File: config.mk
export PLATFORM = sky130hd
export DESIGN_NAME = frame_desc_fetcher
export DESIGN_NICKNAME = d
export VERILOG_FILES = /design/src/rtl/fdf_pkg.sv /design/src/rtl/fdf_rst_sync.sv /design/src/rtl/fdf_fifo.sv /design/src/rtl/fdf_engine.sv /design/src/rtl/frame_desc_fetcher.sv
export SDC_FILE = /design/constraint.sdc
export NUM_CORES = 2
export LEC_CHECK = 0
export BUFFER_PORTS_ARGS = -buffer_cell sky130_fd_sc_hd__buf_2
export CAP_MARGIN = 15
export CORE_MARGIN = 4
export CORE_UTILIZATION = 45
export CTS_CLUSTER_SIZE = 8
export DETAILED_ROUTE_END_ITERATION = 8
export PLACE_DENSITY = 0.59
export SLEW_MARGIN = 20
export SYNTH_ARGS = -nofsm -noshare
export SYNTH_HDL_FRONTEND = slang
export SYNTH_HIERARCHICAL = 1
export SYNTH_SLANG_ARGS = --single-unit
File: constraint.sdc
create_clock -name clk -period 22.8 [get_ports clk]
set_input_delay 4.56 -clock clk [delete_from_list [all_inputs] [get_ports clk]]
set_output_delay 4.56 -clock clk [all_outputs]
set_load 0.02 [all_outputs]
File: src/rtl/fdf_pkg.sv
package fdf_pkg;
  localparam int WORD_W      = 32;
  localparam int BLEN_W      = 5;
  localparam int MAX_BURST   = 16;
  localparam int DESC_WORDS  = 4;
  localparam int CMD_PAL_BIT = 12;
  localparam int CMD_SOF_BIT = 15;
  localparam int CMD_EOF_BIT = 16;

  typedef enum logic [2:0] {
    ST_IDLE, ST_DREQ, ST_DDATA, ST_FSTART, ST_FREQ, ST_FDATA, ST_FEND
  } fetch_st_e;

  // burst select decode; the reserved code falls back to the shortest burst
  function automatic logic [BLEN_W-1:0] burst_words(input logic [1:0] sel);
    case (sel)
      2'b01:   return 5'd8;
      2'b10:   return 5'd16;
      default: return 5'd4;
    endcase
  endfunction
endpackage

File: src/rtl/fdf_rst_sync.sv
module fdf_rst_sync (
  input  logic clk,
  input  logic rst_n,
  output logic rst_n_sync
);
  logic meta_q;

  always_ff @(posedge clk or negedge rst_n) begin
    if (!rst_n) begin
      meta_q     <= 1'b0;
      rst_n_sync <= 1'b0;
    end else begin
      meta_q     <= 1'b1;
      rst_n_sync <= meta_q;
    end
  end
endmodule

File: src/rtl/fdf_fifo.sv
module fdf_fifo #(
  parameter int DEPTH = 32,
  parameter int W     = 32,
  parameter int CNT_W = $clog2(DEPTH + 1)
) (
  input  logic             clk,
  input  logic             rst_n,
  input  logic             push,
  input  logic [W-1:0]     push_data,
  input  logic             pop,
  output logic [W-1:0]     head,
  output logic [CNT_W-1:0] level
);
  localparam int PTR_W = $clog2(DEPTH);

  logic [W-1:0]     mem_q [DEPTH];
  logic [PTR_W-1:0] wr_ptr_q, rd_ptr_q;
  logic             do_push, do_pop;

  assign do_push = push && (level != CNT_W'(DEPTH));
  assign do_pop  = pop && (level != '0);
  assign head    = mem_q[rd_ptr_q];

  always_ff @(posedge clk) begin
    if (do_push) mem_q[wr_ptr_q] <= push_data;
  end

  always_ff @(posedge clk or negedge rst_n) begin
    if (!rst_n) begin
      wr_ptr_q <= '0;
      rd_ptr_q <= '0;
      level    <= '0;
    end else begin
      if (do_push) wr_ptr_q <= wr_ptr_q + 1'b1;
      if (do_pop)  rd_ptr_q <= rd_ptr_q + 1'b1;
      if (do_push != do_pop) level <= do_push ? level + 1'b1 : level - 1'b1;
    end
  end
endmodule

File: src/rtl/fdf_engine.sv
module fdf_engine
  import fdf_pkg::*;
#(
  parameter int ADDR_W     = 32,
  parameter int LEN_W      = 12,
  parameter int FIFO_DEPTH = 32,
  parameter int CNT_W      = 6
) (
  input  logic              clk,
  input  logic              rst_n,
  input  logic              run,
  input  logic [ADDR_W-1:0] head_addr,
  input  logic [1:0]        burst_sel,
  output logic              rd_req,
  output logic [ADDR_W-1:0] rd_addr,
  output logic [BLEN_W-1:0] rd_len,
  input  logic              rd_gnt,
  input  logic              rd_valid,
  input  logic [WORD_W-1:0] rd_data,
  input  logic [CNT_W-1:0]  fifo_level,
  output logic              push,
  output logic              start_pulse,
  output logic              sof_irq,
  output logic              eof_irq,
  output logic [WORD_W-1:0] cur_frame_id,
  output logic [ADDR_W-1:0] cur_src_addr,
  output logic              cur_palette
);
  fetch_st_e         state_q, state_d;
  logic [ADDR_W-1:0] desc_ptr_q, nxt_ptr_q, buf_ptr_q;
  logic [WORD_W-1:0] fid_q;
  logic [LEN_W-1:0]  cmd_len_q, rem_q;
  logic              cmd_sof_q, cmd_eof_q, cmd_pal_q;
  logic [BLEN_W-1:0] beat_q, len_q, burst_w, issue_len;
  logic [CNT_W-1:0]  free_words;
  logic              space_ok, accept, beat_in, desc_in, desc_last, data_last;

  assign burst_w    = burst_words(burst_sel);
  assign issue_len  = (rem_q < LEN_W'(burst_w)) ? BLEN_W'(rem_q) : burst_w;
  assign free_words = CNT_W'(FIFO_DEPTH) - fifo_level;
  assign space_ok   = free_words >= CNT_W'(burst_w);

  assign rd_req  = (state_q == ST_DREQ) || ((state_q == ST_FREQ) && space_ok);
  assign rd_addr = (state_q == ST_DREQ) ? desc_ptr_q : buf_ptr_q;
  assign rd_len  = (state_q == ST_DREQ) ? BLEN_W'(DESC_WORDS) : issue_len;
  assign accept  = rd_req && rd_gnt;

  assign beat_in     = rd_valid && ((state_q == ST_DDATA) || (state_q == ST_FDATA));
  assign desc_in     = beat_in && (state_q == ST_DDATA);
  assign push        = beat_in && (state_q == ST_FDATA);
  assign desc_last   = beat_q == BLEN_W'(DESC_WORDS - 1);
  assign data_last   = beat_q == (len_q - 1'b1);
  assign start_pulse = (state_q == ST_IDLE) && run;

  // next-state logic
  always_comb begin
    state_d = state_q;
    unique case (state_q)
      ST_IDLE:   if (run) state_d = ST_DREQ;
      ST_DREQ:   if (accept) state_d = ST_DDATA;
      ST_DDATA:  if (beat_in && desc_last) state_d = ST_FSTART;
      ST_FSTART: state_d = (cmd_len_q == '0) ? ST_FEND : ST_FREQ;
      ST_FREQ:   if (accept) state_d = ST_FDATA;
      ST_FDATA:  if (beat_in && data_last)
                   state_d = (rem_q == LEN_W'(1)) ? ST_FEND : ST_FREQ;
      ST_FEND:   state_d = run ? ST_DREQ : ST_IDLE;
      default:   state_d = ST_IDLE;
    endcase
  end

  always_ff @(posedge clk or negedge rst_n) begin
    if (!rst_n) state_q <= ST_IDLE;
    else        state_q <= state_d;
  end

  // descriptor pointer and burst bookkeeping
  always_ff @(posedge clk or negedge rst_n) begin
    if (!rst_n) begin
      desc_ptr_q <= '0;
      beat_q     <= '0;
      len_q      <= '0;
    end else begin
      if (start_pulse)            desc_ptr_q <= head_addr;
      else if (state_q == ST_FEND) desc_ptr_q <= nxt_ptr_q;
      if (accept) begin
        beat_q <= '0;
        len_q  <= rd_len;
      end else if (beat_in) begin
        beat_q <= beat_q + 1'b1;
      end
    end
  end

  // descriptor capture, word order: next, buffer, id, command
  always_ff @(posedge clk or negedge rst_n) begin
    if (!rst_n) begin
      nxt_ptr_q <= '0;
      buf_ptr_q <= '0;
      fid_q     <= '0;
      cmd_len_q <= '0;
      cmd_sof_q <= 1'b0;
      cmd_eof_q <= 1'b0;
      cmd_pal_q <= 1'b0;
      rem_q     <= '0;
    end else begin
      if (desc_in && (beat_q[1:0] == 2'd0)) nxt_ptr_q <= rd_data[ADDR_W-1:0];
      if (desc_in && (beat_q[1:0] == 2'd1)) buf_ptr_q <= rd_data[ADDR_W-1:0];
      else if (push)                        buf_ptr_q <= buf_ptr_q + ADDR_W'(4);
      if (desc_in && (beat_q[1:0] == 2'd2)) fid_q <= rd_data;
      if (desc_in && (beat_q[1:0] == 2'd3)) begin
        cmd_len_q <= rd_data[LEN_W-1:0];
        cmd_sof_q <= rd_data[CMD_SOF_BIT];
        cmd_eof_q <= rd_data[CMD_EOF_BIT];
        cmd_pal_q <= rd_data[CMD_PAL_BIT];
      end
      if (state_q == ST_FSTART) rem_q <= cmd_len_q;
      else if (push)            rem_q <= rem_q - 1'b1;
    end
  end

  // status and interrupt pulses
  always_ff @(posedge clk or negedge rst_n) begin
    if (!rst_n) begin
      cur_frame_id <= '0;
      cur_src_addr <= '0;
      cur_palette  <= 1'b0;
      sof_irq      <= 1'b0;
      eof_irq      <= 1'b0;
    end else begin
      if (state_q == ST_FSTART) begin
        cur_frame_id <= fid_q;
        cur_src_addr <= buf_ptr_q;
        cur_palette  <= cmd_pal_q;
      end
      sof_irq <= (state_q == ST_FSTART) && cmd_sof_q;
      eof_irq <= (state_q == ST_FEND) && cmd_eof_q;
    end
  end
endmodule

File: src/rtl/frame_desc_fetcher.sv
module frame_desc_fetcher
  import fdf_pkg::*;
#(
  parameter int ADDR_W     = 32,
  parameter int LEN_W      = 12,
  parameter int FIFO_DEPTH = 32
) (
  input  logic              clk,
  input  logic              rst_n,
  input  logic              run,
  input  logic [ADDR_W-1:0] head_addr,
  input  logic [1:0]        burst_sel,
  output logic              rd_req,
  output logic [ADDR_W-1:0] rd_addr,
  output logic [4:0]        rd_len,
  input  logic              rd_gnt,
  input  logic              rd_valid,
  input  logic [31:0]       rd_data,
  input  logic              disp_pop,
  output logic              pix_valid,
  output logic [31:0]       pix_data,
  output logic              underflow,
  output logic              sof_irq,
  output logic              eof_irq,
  output logic [31:0]       cur_frame_id,
  output logic [ADDR_W-1:0] cur_src_addr,
  output logic              cur_palette
);
  localparam int CNT_W = $clog2(FIFO_DEPTH + 1);

  logic             rst_n_s, push, start_pulse;
  logic [CNT_W-1:0] fifo_level;

  fdf_rst_sync u_rst (.clk(clk), .rst_n(rst_n), .rst_n_sync(rst_n_s));

  fdf_engine #(
    .ADDR_W(ADDR_W), .LEN_W(LEN_W), .FIFO_DEPTH(FIFO_DEPTH), .CNT_W(CNT_W)
  ) u_eng (
    .clk(clk), .rst_n(rst_n_s), .run(run), .head_addr(head_addr),
    .burst_sel(burst_sel), .rd_req(rd_req), .rd_addr(rd_addr), .rd_len(rd_len),
    .rd_gnt(rd_gnt), .rd_valid(rd_valid), .rd_data(rd_data),
    .fifo_level(fifo_level), .push(push), .start_pulse(start_pulse),
    .sof_irq(sof_irq), .eof_irq(eof_irq), .cur_frame_id(cur_frame_id),
    .cur_src_addr(cur_src_addr), .cur_palette(cur_palette)
  );

  fdf_fifo #(.DEPTH(FIFO_DEPTH), .W(WORD_W), .CNT_W(CNT_W)) u_fifo (
    .clk(clk), .rst_n(rst_n_s), .push(push), .push_data(rd_data),
    .pop(disp_pop), .head(pix_data), .level(fifo_level)
  );

  assign pix_valid = fifo_level != '0;

  always_ff @(posedge clk or negedge rst_n_s) begin
    if (!rst_n_s)                    underflow <= 1'b0;
    else if (start_pulse)            underflow <= 1'b0;
    else if (disp_pop && !pix_valid) underflow <= 1'b1;
  end
endmodule

# == After elaboration in Yosys (flattened, before gate mapping) ==
# Memories as Yosys holds them, arrays and structs flattened.
# Cells that the tools add are included.
# word_totals
memories,1
ff_bits,254
ramBits,1024
inputBits,72
out_inout_bits,139
elab_cells,112
# memory_table
name,words,word_bits,rd,rd_clocked_by_memory_dff,wr,line_no,text
u_fifo.mem_q,32,32,1,0,1,fdf_fifo.sv:16,logic [W-1:0] mem_q [DEPTH];
# op_classes
n_eq_ne,21
n_reduce_logical,30
magnitude_cmp,2
n_mux,26
addsub,9
# op_table
op,n
32-bit 2-to-1 mux,5
"32-bit by 3-bit adder with 32-bit output, second input constant",1
12-bit 2-to-1 mux,2
3-bit case mux with 7 select lines,1
5-bit 2-to-1 mux,4
1-bit logical AND,17
"5-bit by 1-bit adder with 5-bit output, second input constant",3
3-bit 2-to-1 mux,5
"12-bit by 1-bit equality test with 1-bit output, second input constant",1
12-bit zero test,1
12-bit by 5-bit < comparator with 1-bit output,1
"12-bit by 1-bit subtractor with 12-bit output, second input constant",1
5-bit case mux with 2 select lines,1
2-bit nonzero test,5
"3-bit equality test, second input constant",3
"6-bit by 1-bit adder with 6-bit output, second input constant",1
"2-bit equality test, second input constant",3
"3-bit by 2-bit equality test with 1-bit output, second input constant",2
6-bit by 5-bit >= comparator with 1-bit output,1
6-bit 2-to-1 mux,1
"2-bit != test, second input constant",3
"6-bit != test, second input constant",1
6-bit nonzero test,1
"6-bit by 1-bit subtractor with 6-bit output, second input constant",1
other kinds (15),23

# == Longest topological paths before layout ==
# logic_depth
ltp_word,8
mapped_depth,14
ltp_nobuf,11

# == Hierarchy ==
# Netlist, hierarchy kept.
# modules_own_cells
mod,instances,seq_area_each_um2,cells_each,area_per_inst_um2
fdf_fifo,1,31149.9,1580,39823.2
fdf_engine,1,5880.6,1119,10797.9
frame_desc_fetcher,1,25.0,7,75.1
fdf_rst_sync,1,50.0,3,53.8

# == Least setup slack after synthesis ==
# OpenSTA, ideal clock, no wires.
# synth_path
kind,input port to output port
start,input burst_sel[0]
end,output rd_len[2]
arrival_ns,6.117
required_ns,18.240
n_path_buf,0
stages,8
setup_slack_ns,12.123
path_cell_list,inv_1 ha_1 inv_1 ha_1 nor4_1 nand2_1 a21oi_1 mux2i_1
# synth_via
elab_chain_len,5
word_cells_on_any_way,6
cone_classes,1 x order compare; 2 x eq/ne; 3 x mux
# synth_lines
element,line_no,text
"start, declared",frame_desc_fetcher.sv:12,"input logic [1:0] burst_sel,"
2-bit equality test / 2-bit by 1-bit equality test with 1-bit output (equally long branches),fdf_pkg.sv:16,case (sel)
5-bit case mux with 2 select lines (*),fdf_pkg.sv:16,
12-bit by 5-bit < comparator with 1-bit output,fdf_engine.sv:39,assign issue_len = (rem_q < LEN_W'(burst_w)) ? BLEN_W'(rem_q) : burst_w;
5-bit 2-to-1 mux (*),fdf_engine.sv:39,
5-bit 2-to-1 mux (*),fdf_engine.sv:45,assign rd_len = (state_q == ST_DREQ) ? BLEN_W'(DESC_WORDS) : issue_len;
"end, declared",frame_desc_fetcher.sv:15,"output logic [4:0] rd_len,"
# Mark *: on every way between the ends. The rest lies on a longest branch, timed or not.

# == Worst setup path in the final report ==
# layout_path
start,input burst_sel[0]
end,output rd_len[4]
# The elaborated chain is that of the path after synthesis.

==> results.cfg <==
[outcome]
status = completed

[setup_path]
path_delay_family = compound AO/OA/AOI/OAI gates
path_max_fanout = 5
reg2regPathDepth = 8
startpoint = burst_sel[0]
cp_cell_sequence = buf_2 > inv_1 > ha_1 > inv_1 > ha_1 > nor4_1 > nand2_1 > a21oi_1 > mux2i_1 > buf_2
critPathCaptureType = output pin
timing.rr.start = u_eng/state_q[2]$_DFFE_PN0P_
crit_cells = 10
cp_data_required_time_ns = 18.24
max_stage_delay_ns = 0.46
worst-path-buf-inv = 4
critPathLaunchType = primary input
critPathCapture = rd_len[4]
criticalPathCategory = in2out
r2r_slack_ns = 19.09
cp_slowest_cell = a21oi_1
arrival_ns = 6.54
r2r-end = u_fifo/mem_q[31][15]$_DFFE_PP_

[sta]
skew_ns = 0.0265
layout_setup_ws_ns = 11.70
fmax_mhz = 90.1
period_needed_ns = 11.10
hold_viol = 0
finalSetupViolations = 0
worstMarginPinSlew_ns = 1.05
max_slew_margin_pct = 29.8
fin_tns_setup_ns = 0
slew_viol_final = 0
finalCritPeriodShare_pct = 48.7
rsz0062_at_grt = false

[clock_network]
cts_setup_buffers = 0
ctsRootBufferMaster = clkbuf_16
cts-hold-fix-buffers = 0
insertion_delay_ns = 0.75
cts_tree = yes
cts_max_path_buffers = 3
cts_buffers = 178
cts_max_level = 4
cts-resized-gates = 0
clkTransAtPathRegs_ns = 0.05
cts.sink_count = 1278

[yosys]
synth_seq_area_share_pct = 73.1
async_flop_share_pct = 19.9
ys.flop_type = edfxtp_1
synth-seq-cells = 1278
synth_edf_count = 1024
syn_inst = 2709
synth_top_area_share_pct = 60.6
yosysUniqueCellTypes = 65
avgSynthCellArea_um2 = 18.7
synth_top_cell_by_area = edfxtp_1
syn_area_um2 = 50700
yosys_warnings = 6
synthTopCellsByArea = edfxtp_1, mux4_2, dfrtp_1
synth_nets = 2807

[finish]
fin_util_pct = 52.7
fin_nets = 3109
layout_commonest_cell = edfxtp_1
n_fill_cell = 8790
area_growth_pct = 15.5
drive_gt1_share_pct = 31.3
final_cell_mix = edfxtp_1, nand2_1, mux4_2
post-route-cell-area_um2 = 58600

[power]
leakagePower_nw = 20.7
p_sw_share_pct = 31.7
intPower_mw = 5.10
p_per_area_nw_per_um2 = 127
power_frac_comb_pct = 28.6
ir_drop_mv = 0.0953
seqPwrFrac_pct = 40.1
p_sw_mw = 2.36
clkPwrFrac_pct = 31.3

[die]
fp.dieH_um = 344
dieWidth_um = 344
start_util_pct = 45.6
row_count = 122
die_area_um2 = 118000
pin_count = 211
core_area_um2 = 111000

[global_route]
antenna_found_initial = 11
grt_usage_pct = 23.5
overflow = 0
grt_first_pass_wirelength_um = 199000
grt_max_degree = 117
grt_pass1_vias = 28700

[route]
routed_wl_um = 137000
first_pass_iters = 5
viasPerCell = 5.98
drc = 0
drt_first_iter_violations = 2581
antenna_left = 0
via_count = 27200
wl_per_cell_um = 30.0

[flow_run]
cap_violations = 0

[placed_design]
gp_congestion = 0.843
place_ws_ns = 11.73
place_hpwl_um = 73700
place_area_um2 = 53700
port_buffers = 210

[hold_path]
hold_path.class = reg2reg
-- layer usage --
metal,routed length [um],global-route usage [%],up-vias
met2,65200,37.6,1138
li1,-,-,11300
met3,10100,4.43,220
met4,4900,9.02,0
met5,0,0,-
met1,56400,32.6,14600
-- power groups by stage --
| stage | combinational, mW | clock (mW) | sequential (mW) |
|---|---|---|---|
| floorplan | 1.53 | 0 | 2.91 |
| global placement | 2.13 | 0 | 3.02 |
| detailed placement | 2.16 | 0 | 3.03 |
| CTS | 2.16 | 2.39 | 2.99 |
| global route | 2.30 | 2.49 | 3.02 |
| finish | 2.14 | 2.34 | 2.99 |
-- area by class of cell --
type,instances,area (um^2),area share [%]
antenna,7,17.5,0.0299
clock buffer,220,4680,7.98
clock inverter,10,158,0.269
inverter,29,109,0.186
multi-input combinational,1255,13100,22.4
sequential,1278,37100,63.3
tap,1488,1860,3.18
timing repair buffer,269,1530,2.62
-- how the worst min path moves through the flow --
| stage | slack, ns | end | cells past startpoint | startpoint |
|---|---|---|---|---|
| 6_report | 0.37 | u_rst/rst_n_sync$_DFF_PN0_ | 0 | u_rst/meta_q$_DFF_PN0_ |
| 5_1_grt | 0.38 | u_rst/rst_n_sync$_DFF_PN0_ | 0 | u_rst/meta_q$_DFF_PN0_ |
| 4_1_cts | 0.38 | u_rst/rst_n_sync$_DFF_PN0_ | 0 | u_rst/meta_q$_DFF_PN0_ |
| 3_5_place_dp | 0.36 | u_rst/rst_n_sync$_DFF_PN0_ | 0 | u_rst/meta_q$_DFF_PN0_ |
| 3_3_place_gp | 0.34 | u_rst/rst_n_sync$_DFF_PN0_ | 0 | u_rst/meta_q$_DFF_PN0_ |
| 2_1_floorplan | 0.33 | u_rst/rst_n_sync$_DFF_PN0_ | 0 | u_rst/meta_q$_DFF_PN0_ |
-- cell usage after synthesis (12+ instances only) --
| cell | number |
|---|---|
| buf_4 | 19 |
| o211ai_1 | 13 |
| edfxtp_1 | 1024 |
| dfrtp_1 | 254 |
| inv_1 | 29 |
| nor2_1 | 58 |
| ha_1 | 25 |
| xnor2_1 | 23 |
| nand3_1 | 27 |
| clkbuf_1 | 91 |
| a22oi_1 | 34 |
| buf_1 | 23 |
| mux2_2 | 120 |
| o21ai_0 | 37 |
| nand4_1 | 12 |
| mux4_2 | 320 |
| nand2_1 | 428 |
| o311ai_0 | 15 |
-- stage by stage --
step | hold slack, ns | std cells | total power [mW]
after floorplan | 0.331 | 2709 | 4.45
after global placement | 0.339 | 4318 | 5.15
after detailed placement | 0.358 | 4318 | 5.18
after CTS | 0.377 | 4548 | 7.54
after global routing | 0.377 | 4551 | 7.81
final | 0.365 | 4556 | 7.47
-- logic make-up (layout without fill, tap and decap cells) --
| group | count (synthesis) | after routing | share of synthesized area, % |
|---|---|---|---|
| DFF | 1278 | 1278 | 73.1 |
| and+or+nand+nor | 603 | 603 | 5.14 |
| muxes | 447 | 447 | 17.0 |
| buffers and inverters | 176 | 528 | 1.54 |
| AOI/OAI and AO/OA | 145 | 145 | 1.97 |
| xor gates and xnor gates | 33 | 33 | 0.569 |
| adders and majority gates | 26 | 26 | 0.656 |
| other | 1 | 8 | 0.00739 |
-- flip-flops by register name (all words and copies together), names as in the netlist, 3 cells and up --
register / cells
u_fifo/mem_q: 1024
u_eng/buf_ptr_q: 32
u_eng/cur_frame_id: 32
u_eng/cur_src_addr: 32
u_eng/desc_ptr_q: 32
u_eng/fid_q: 32
u_eng/nxt_ptr_q: 32
u_eng/cmd_len_q: 12
u_eng/rem_q: 12
u_fifo/level: 6
u_eng/beat_q: 5
u_eng/len_q: 5
u_fifo/rd_ptr_q: 5
u_fifo/wr_ptr_q: 5
u_eng/state_q: 3
No activity file was read; power rests on OpenSTA's default activity.
